[src/rtl/brg_pkg.sv]
package brg_pkg;
  localparam int REG_W  = 8;
  localparam int B_DET  = 0;
  localparam int B_PROT = 2;
  localparam int B_RAEN = 3;
  localparam int B_RA   = 4;
  localparam int B_PEFR = 5;
  localparam int B_FIRE = 7;

  typedef struct packed {
    logic det;
    logic prot;
    logic raen;
    logic ra;
    logic pefr;
  } brgCfg_t;

  typedef struct packed {
    logic setDet;
    logic clrDet;
    logic ldCfg;
    logic newProt;
    logic newRaen;
    logic newRa;
    logic newPefr;
    logic setOppNr;
    logic clrOppNr;
    logic setSelfNr;
    logic clrSelfNr;
    logic fireReq;
  } brgStrobe_t;
endpackage

[src/rtl/brg_ctrl.sv]
module brg_ctrl
  import brg_pkg::*;
(
  input  logic             clk,
  input  logic             porRstN,
  input  logic             locWrEn,
  input  logic [REG_W-1:0] locWrData,
  input  logic             osFundRst,
  input  logic             osHotRst,
  input  logic             extBridgeRstN,
  input  logic             isInternal,
  input  logic             ntMode,
  input  logic             markOppReady,
  input  logic             markSelfReady,
  input  brgCfg_t          cfg,
  output brgStrobe_t       stb
);
  logic extPrev;
  logic extFall;
  logic osRstSeen;
  logic actArm;
  logic unusedWrBits;

  // Previous pin level, so that only the asserting edge is acted on.
  always_ff @(posedge clk or negedge porRstN) begin
    if (!porRstN) extPrev <= 1'b1;
    else          extPrev <= extBridgeRstN;
  end

  assign extFall      = extPrev & ~extBridgeRstN;
  assign osRstSeen    = osFundRst | osHotRst;
  assign actArm       = isInternal & cfg.raen & osRstSeen;
  assign unusedWrBits = ^{locWrData[1], locWrData[6]};

  always_comb begin
    stb           = '0;
    stb.setDet    = osFundRst;
    stb.clrDet    = locWrEn & locWrData[B_DET];
    stb.ldCfg     = locWrEn;
    stb.newProt   = locWrData[B_PROT];
    stb.newRaen   = isInternal & locWrData[B_RAEN];
    stb.newRa     = isInternal & locWrData[B_RA];
    stb.newPefr   = locWrData[B_PEFR];
    stb.setOppNr  = actArm & ~cfg.ra;
    stb.setSelfNr = actArm & cfg.ra;
    stb.clrOppNr  = markOppReady;
    stb.clrSelfNr = markSelfReady;
    stb.fireReq   = (locWrEn & locWrData[B_FIRE]) | (cfg.pefr & ntMode & extFall);
  end

  // the external side never issues a reset action
  p_no_action_ext_r7: assert property (@(posedge clk) disable iff (!porRstN)
    !isInternal |-> !(stb.setOppNr || stb.setSelfNr));

  // a held-low pin fires at most once
  p_pin_once_r9: assert property (@(posedge clk) disable iff (!porRstN)
    (!extBridgeRstN && !extPrev) |-> !(stb.fireReq && !(locWrEn && locWrData[B_FIRE])));
endmodule

[src/rtl/brg_dp.sv]
module brg_dp
  import brg_pkg::*;
#(
  parameter int IDX_W    = 6,
  parameter int DATA_W   = 32,
  parameter int CTRL_IDX = 2
) (
  input  logic              clk,
  input  logic              porRstN,
  input  brgStrobe_t        stb,
  input  logic              isInternal,
  output brgCfg_t           cfg,
  output logic [REG_W-1:0]  locRdData,
  input  logic              osReqValid,
  input  logic              osReqWrite,
  input  logic [IDX_W-1:0]  osReqIdx,
  input  logic [DATA_W-1:0] osReqWrData,
  input  logic [DATA_W-1:0] capRdData,
  output logic [DATA_W-1:0] osRdData,
  output logic              capWrEn,
  output logic [IDX_W-1:0]  capWrIdx,
  output logic [DATA_W-1:0] capWrData,
  output logic              oppModeNotReady,
  output logic              selfOsModeNotReady,
  output logic              devRstReq
);
  localparam logic [IDX_W-1:0] EXEMPT_IDX = IDX_W'(CTRL_IDX);

  brgCfg_t cfgQ;
  logic    exemptHit;

  always_ff @(posedge clk or negedge porRstN) begin
    if (!porRstN) begin
      cfgQ               <= '0;
      oppModeNotReady    <= 1'b1;
      selfOsModeNotReady <= 1'b1;
      devRstReq          <= 1'b0;
    end else begin
      if (stb.setDet)      cfgQ.det <= 1'b1;
      else if (stb.clrDet) cfgQ.det <= 1'b0;
      if (stb.ldCfg) begin
        cfgQ.prot <= stb.newProt;
        cfgQ.raen <= stb.newRaen;
        cfgQ.ra   <= stb.newRa;
        cfgQ.pefr <= stb.newPefr;
      end
      if (stb.setOppNr)      oppModeNotReady <= 1'b1;
      else if (stb.clrOppNr) oppModeNotReady <= 1'b0;
      if (stb.setSelfNr)      selfOsModeNotReady <= 1'b1;
      else if (stb.clrSelfNr) selfOsModeNotReady <= 1'b0;
      devRstReq <= stb.fireReq;
    end
  end

  assign cfg = cfgQ;

  always_comb begin
    locRdData         = '0;
    locRdData[B_DET]  = cfgQ.det;
    locRdData[B_PROT] = cfgQ.prot;
    locRdData[B_RAEN] = isInternal & cfgQ.raen;
    locRdData[B_RA]   = isInternal & cfgQ.ra;
    locRdData[B_PEFR] = cfgQ.pefr;
  end

  // Far-side access fence
  assign exemptHit = (osReqIdx == EXEMPT_IDX);
  assign osRdData  = (cfgQ.prot && !exemptHit) ? '0 : capRdData;
  assign capWrEn   = osReqValid & osReqWrite & ~cfgQ.prot;
  assign capWrIdx  = osReqIdx;
  assign capWrData = osReqWrData;

  // fenced writes never reach the register file
  p_fence_wr_r4: assert property (@(posedge clk) disable iff (!porRstN)
    cfgQ.prot |-> !capWrEn);

  // an action strobe always leaves the selected output set
  p_opp_action_r6: assert property (@(posedge clk) disable iff (!porRstN)
    stb.setOppNr |=> oppModeNotReady);
  p_self_action_r6: assert property (@(posedge clk) disable iff (!porRstN)
    stb.setSelfNr |=> selfOsModeNotReady);

  // a ready mark without an action clears the output
  p_mark_opp_r11: assert property (@(posedge clk) disable iff (!porRstN)
    (stb.clrOppNr && !stb.setOppNr) |=> !oppModeNotReady);
endmodule

[src/rtl/bridge_rst_guard.sv]
module bridge_rst_guard
  import brg_pkg::*;
#(
  parameter int IDX_W    = 6,
  parameter int DATA_W   = 32,
  parameter int CTRL_IDX = 2
) (
  input  logic              clk,
  input  logic              porRstN,
  input  logic              locWrEn,
  input  logic [7:0]        locWrData,
  output logic [7:0]        locRdData,
  input  logic              osReqValid,
  input  logic              osReqWrite,
  input  logic [IDX_W-1:0]  osReqIdx,
  input  logic [DATA_W-1:0] osReqWrData,
  input  logic [DATA_W-1:0] capRdData,
  output logic [DATA_W-1:0] osRdData,
  output logic              capWrEn,
  output logic [IDX_W-1:0]  capWrIdx,
  output logic [DATA_W-1:0] capWrData,
  input  logic              osFundRst,
  input  logic              osHotRst,
  input  logic              extBridgeRstN,
  input  logic              isInternal,
  input  logic              ntMode,
  input  logic              markOppReady,
  input  logic              markSelfReady,
  output logic              oppModeNotReady,
  output logic              selfOsModeNotReady,
  output logic              devRstReq
);
  brgCfg_t    cfg;
  brgStrobe_t stb;

  brg_ctrl u_ctrl (
    .clk(clk), .porRstN(porRstN), .locWrEn(locWrEn), .locWrData(locWrData),
    .osFundRst(osFundRst), .osHotRst(osHotRst), .extBridgeRstN(extBridgeRstN),
    .isInternal(isInternal), .ntMode(ntMode), .markOppReady(markOppReady),
    .markSelfReady(markSelfReady), .cfg(cfg), .stb(stb)
  );

  brg_dp #(.IDX_W(IDX_W), .DATA_W(DATA_W), .CTRL_IDX(CTRL_IDX)) u_dp (
    .clk(clk), .porRstN(porRstN), .stb(stb), .isInternal(isInternal), .cfg(cfg),
    .locRdData(locRdData), .osReqValid(osReqValid), .osReqWrite(osReqWrite),
    .osReqIdx(osReqIdx), .osReqWrData(osReqWrData), .capRdData(capRdData),
    .osRdData(osRdData), .capWrEn(capWrEn), .capWrIdx(capWrIdx), .capWrData(capWrData),
    .oppModeNotReady(oppModeNotReady), .selfOsModeNotReady(selfOsModeNotReady),
    .devRstReq(devRstReq)
  );

  // a detected far-side fundamental reset is always visible next cycle
  p_detect_r1: assert property (@(posedge clk) disable iff (!porRstN)
    osFundRst |=> locRdData[0]);

  // reserved and self-clearing bits read zero
  p_rsvd_zero_r3: assert property (@(posedge clk) disable iff (!porRstN)
    (locRdData[7:6] == 2'b00) && !locRdData[1]);

  // action fields hidden on the external side
  p_ext_hidden_r7: assert property (@(posedge clk) disable iff (!porRstN)
    !isInternal |-> (locRdData[4:3] == 2'b00));

  // a request needs a software trigger or an asserted pin one edge earlier
  p_req_source_r8: assert property (@(posedge clk) disable iff (!porRstN)
    devRstReq |-> ($past(locWrEn && locWrData[7]) || $past(!extBridgeRstN && ntMode)));
endmodule

[config.mk]
export PLATFORM = sky130hd
export DESIGN_NAME = bridge_rst_guard
export DESIGN_NICKNAME = d
export VERILOG_FILES = /design/src/rtl/brg_pkg.sv /design/src/rtl/brg_ctrl.sv /design/src/rtl/brg_dp.sv /design/src/rtl/bridge_rst_guard.sv
export SDC_FILE = /design/constraint.sdc
export NUM_CORES = 1
export LEC_CHECK = 0
export ABC_AREA = 1
export BUFFER_PORTS_ARGS = -buffer_cell sky130_fd_sc_hd__buf_2
export CAP_MARGIN = 25
export CORE_AREA = 2 2 67 69
export DETAILED_ROUTE_END_ITERATION = 7
export DIE_AREA = 0 0 69 71
export PLACE_DENSITY_LB_ADDON = 0.3
export SLEW_MARGIN = 20
export SYNTH_ARGS = -nofsm -noshare
export SYNTH_HDL_FRONTEND = slang
export SYNTH_SLANG_ARGS = --single-unit
[constraint.sdc]
create_clock -name clk -period 1.97 [get_ports clk]
set_input_delay 0.2955 -clock clk [delete_from_list [all_inputs] [get_ports clk]]
set_output_delay 0.2955 -clock clk [all_outputs]
set_load 0.05 [all_outputs]
==> out/qor_table.md <==
| Parameter | Reported |
|:---|:---|
| Vias | 1053 |
| Maximum number of pins on one net before global-route repair | 23 |
| Post-route antenna net violation count | 0 |
| Total count of max-transition violations in the final report | 0 |
| H-tree depth reported by CTS | 1 |
| Hold Path Class | in2reg |
| Cells after Synth | 158 |
| Antenna violations before repair | 0 |
| Mux contribution to synthesized area | 1.889% |
| Max Buffers Root-to-Sink | 2 |
| Core Region | 0.004204 mm2 |
| Worst-path clk slew | 40 ps |
| Power density relative to cell area | 638.3 mW/mm2 |
| Longest individual stage delay on the worst path | 390 ps |
| Final setup margin | 362.7 ps |
| TritonCTS clock tree | done |
| Port buffer count | 102 |
| Area share of fa/ha/maj cells after synthesis | 0% |
| WS Path Type | reg2out |
| Delay-heaviest family, CP | buffers and inverters |
| Starting density of the core | 28.36% |
| GRT busiest layer | met2 |
| Worst-case hold slack | 176.4 ps |
| Static Leak | 0.0008921 uW |
| Critical path depth | 3 |
| Setup repair after global routing missed its margin | false |
| Finished Layout Cells | 271 |
| Critical path launch point | u_dp.cfg[3] |
| Cell count after placement | 266 |
| Horizontal die dimension | 69 um |
| Number of clock buffers inserted by TritonCTS | 3 |
| Wire length of the first global-routing pass | 4133 um |
| Share of async-settable or async-resettable flops after synthesis | 100.0% |
| Ranking of synthesized cells by instance count | buf_4, inv_1, a21oi_2 |
| Number of diodes | 0 |
| Hpwl dp | 2048 um |
| IO Pins | 172 |
| Post-Synth XOR/XNOR Area | 0% |
| Pre-antenna DRT Iters | 2 |
| GP Congestion | 0.6614 |
| Global routing met1 resource utilization | 11.34% |
| Final Hold Viols | 0 |
| Worst R2R Path Depth | 2 |
| Flip-flop cell with the highest count after synthesis | dfrtp_1 |
| Library cell with the highest instance count after synthesis | buf_4 |
| Synth Area in Compound Gates | 25.60% |
| Clock sink total | 9 |
| Period minus WS final | 1607 ps |
| Ordered list of cells on the worst path | buf_4 > a21oi_2 > buf_2 |
| Avg Inst Size Synth | 7.547 um2 |
| Total wire length after detailed routing | 2458 um |
| Final layout net count | 310 |
| Worst-path cell with the longest stage delay | dfrtp_2 |
| Drt initial violations | 15 |
| Buffering stage count on the worst path with inverters included | 2 |
| Layout area overhead | 22.88% |
| Clock latency on the worst-skew pair | 220 ps |
| Master cell of the clock root buffer | clkbuf_8 |
| Number of distinct library cells after synthesis | 17 |
| Final Cycle Share | 81.59% |
| EDFF count, synth | 0 |
| Post-CTS sizing | 0 |
| Global routing usage on met2 | 16.67% |
| Post-synthesis sequential area ratio | 19.20% |
| Data arrival time of the critical path | 1310 ps |
| Cell types occupying the most area after synthesis | buf_4, a21oi_2, dfrtp_1 |
| Max capacitance violation total | 0 |
| GR Layer Usage met3 | 3.989% |
| Total number of placement rows | 24 |
| Number of design rule violations left after detail routing | 0 |
| Overall global routing resource usage | 9.904% |
| Worst clock skew on the final layout | 2.599 ps |
| Finished Core Util | 34.85% |
| Combinational family with the most area after synthesis | buffers and inverters |
| Setup Slack @ Placement | 360.7 ps |
| Global route overflow | 0 |
| Post-detailed-route via-to-cell ratio | 3.886 |
| Startpoint of the worst hold path | extBridgeRstN |
| Share of the synthesized area in the top cell type | 29.59% |
| Achievable clock frequency | 622.2 MHz |
| Yosys warns | 0 |
| Die outline area | 0.004899 mm2 |
| CP max FO | 22 |
| Run status | finished, final reports clean |
| Element type at the critical path end | primary output |
| Hold Path Depth | 1 |
| Simple-gate portion of the synthesized area | 7.450% |
| Required time reported for the critical path endpoint | 1670 ps |
| Cell area after synthesis | 0.001192 mm2 |
| Start of the worst register-to-register path | u_dp.cfg[3] |
| Library cell occupying the most area in the post-synthesis netlist | buf_4 |
| Kind of start point of the critical path | register |
| Share of layout cells above drive strength 1 | 68.04% |
| # setup viols final | 0 |
| Worst vdd ir | 334.6 uV |
| Seq cells post-synth | 9 |
| Number of global-route vias before repair | 975 |
| Total Negative Setup Slacks | 0 ps |
| Die Y | 71 um |
| DR WL/cell | 9.070 um |
cell families after synthesis:
family                 Yosys count
and+or+nand+nor                 17
buffers and inverters           91
DFF                              9
muxes                            2
AOI/OAI and AO/OA               38
other                            1
final cells by class:
class                           count  area (um2)
Fill cell                         475        2739
Timing Repair Buffer              107       550.5
Multi-Input combinational cell     60       427.9
Sequential cell                     9       230.2
Inverter                           39       146.4
Tap cell                           52       65.06
Clock buffer                        4       45.04
where the power goes:
| group | switching (uW) | internal, uW | total, uW |
|---|---|---|---|
| combinational | 384 | 138 | 522 |
| clock | 63.2 | 140 | 203 |
| sequential | 7.65 | 202 | 210 |
| total | 455 | 480 | 935 |
routing by layer:
metal / part of all wire, % / up-vias
met3: 13 / 4
li1: - / 546
met5: 0 / -
met1: 40 / 434
met2: 46 / 69
met4: 0.49 / 0
worst register-to-register path: stages (launching register included):
cell and delay [ps]:
dfrtp_2 390, buf_4 190, mux2_2 270
registers in the layout (all words and copies together) (netlist names):
name and cells:
u_dp.oppModeNotReady 1, u_dp.devRstReq 1, u_dp.cfg 5, u_dp.selfOsModeNotReady 1, u_ctrl.extPrev 1
final timing paths:
| kind | endpoint | slack (ps) |
|---|---|---|
| hold reg to reg | u_dp.oppModeNotReady | 470 |
| setup / recovery | osRdData[16] | 360 |
| setup reg to reg | u_dp.cfg[3] | 1000 |
| max in group asynchronous | u_dp.oppModeNotReady | 1280 |
| min in group asynchronous | u_dp.cfg[0] | 440 |
| hold / removal | u_ctrl.extPrev | 180 |
metrics by stage:
step	total power (uW)	area [um2]
after detailed placement	737.0	1410
after global placement	735.7	1410
final	935.2	1465
after global routing	990.5	1465
after CTS	946.9	1465
after floorplan	801.8	1200
placed cells by master (no fill, tap or decap), drive strengths merged, types with 2 or more instances in the layout:
master / instances
nand2: 7
conb: 3
o21ai: 5
buf: 106
nand3: 4
clkbuf: 4
a21oi: 32
dfrtp: 6
dfstp: 3
mux2: 2
nor2: 6
inv: 39
repair_timing:
| item | 4_1_cts | 5_1_grt |
|---|---|---|
| endpoints found under the hold margin | 6 | 0 |
| buffers inserted | 0 | 0 |
| hold buffers | 1 | 0 |
(Power assumes the default switching activity.)
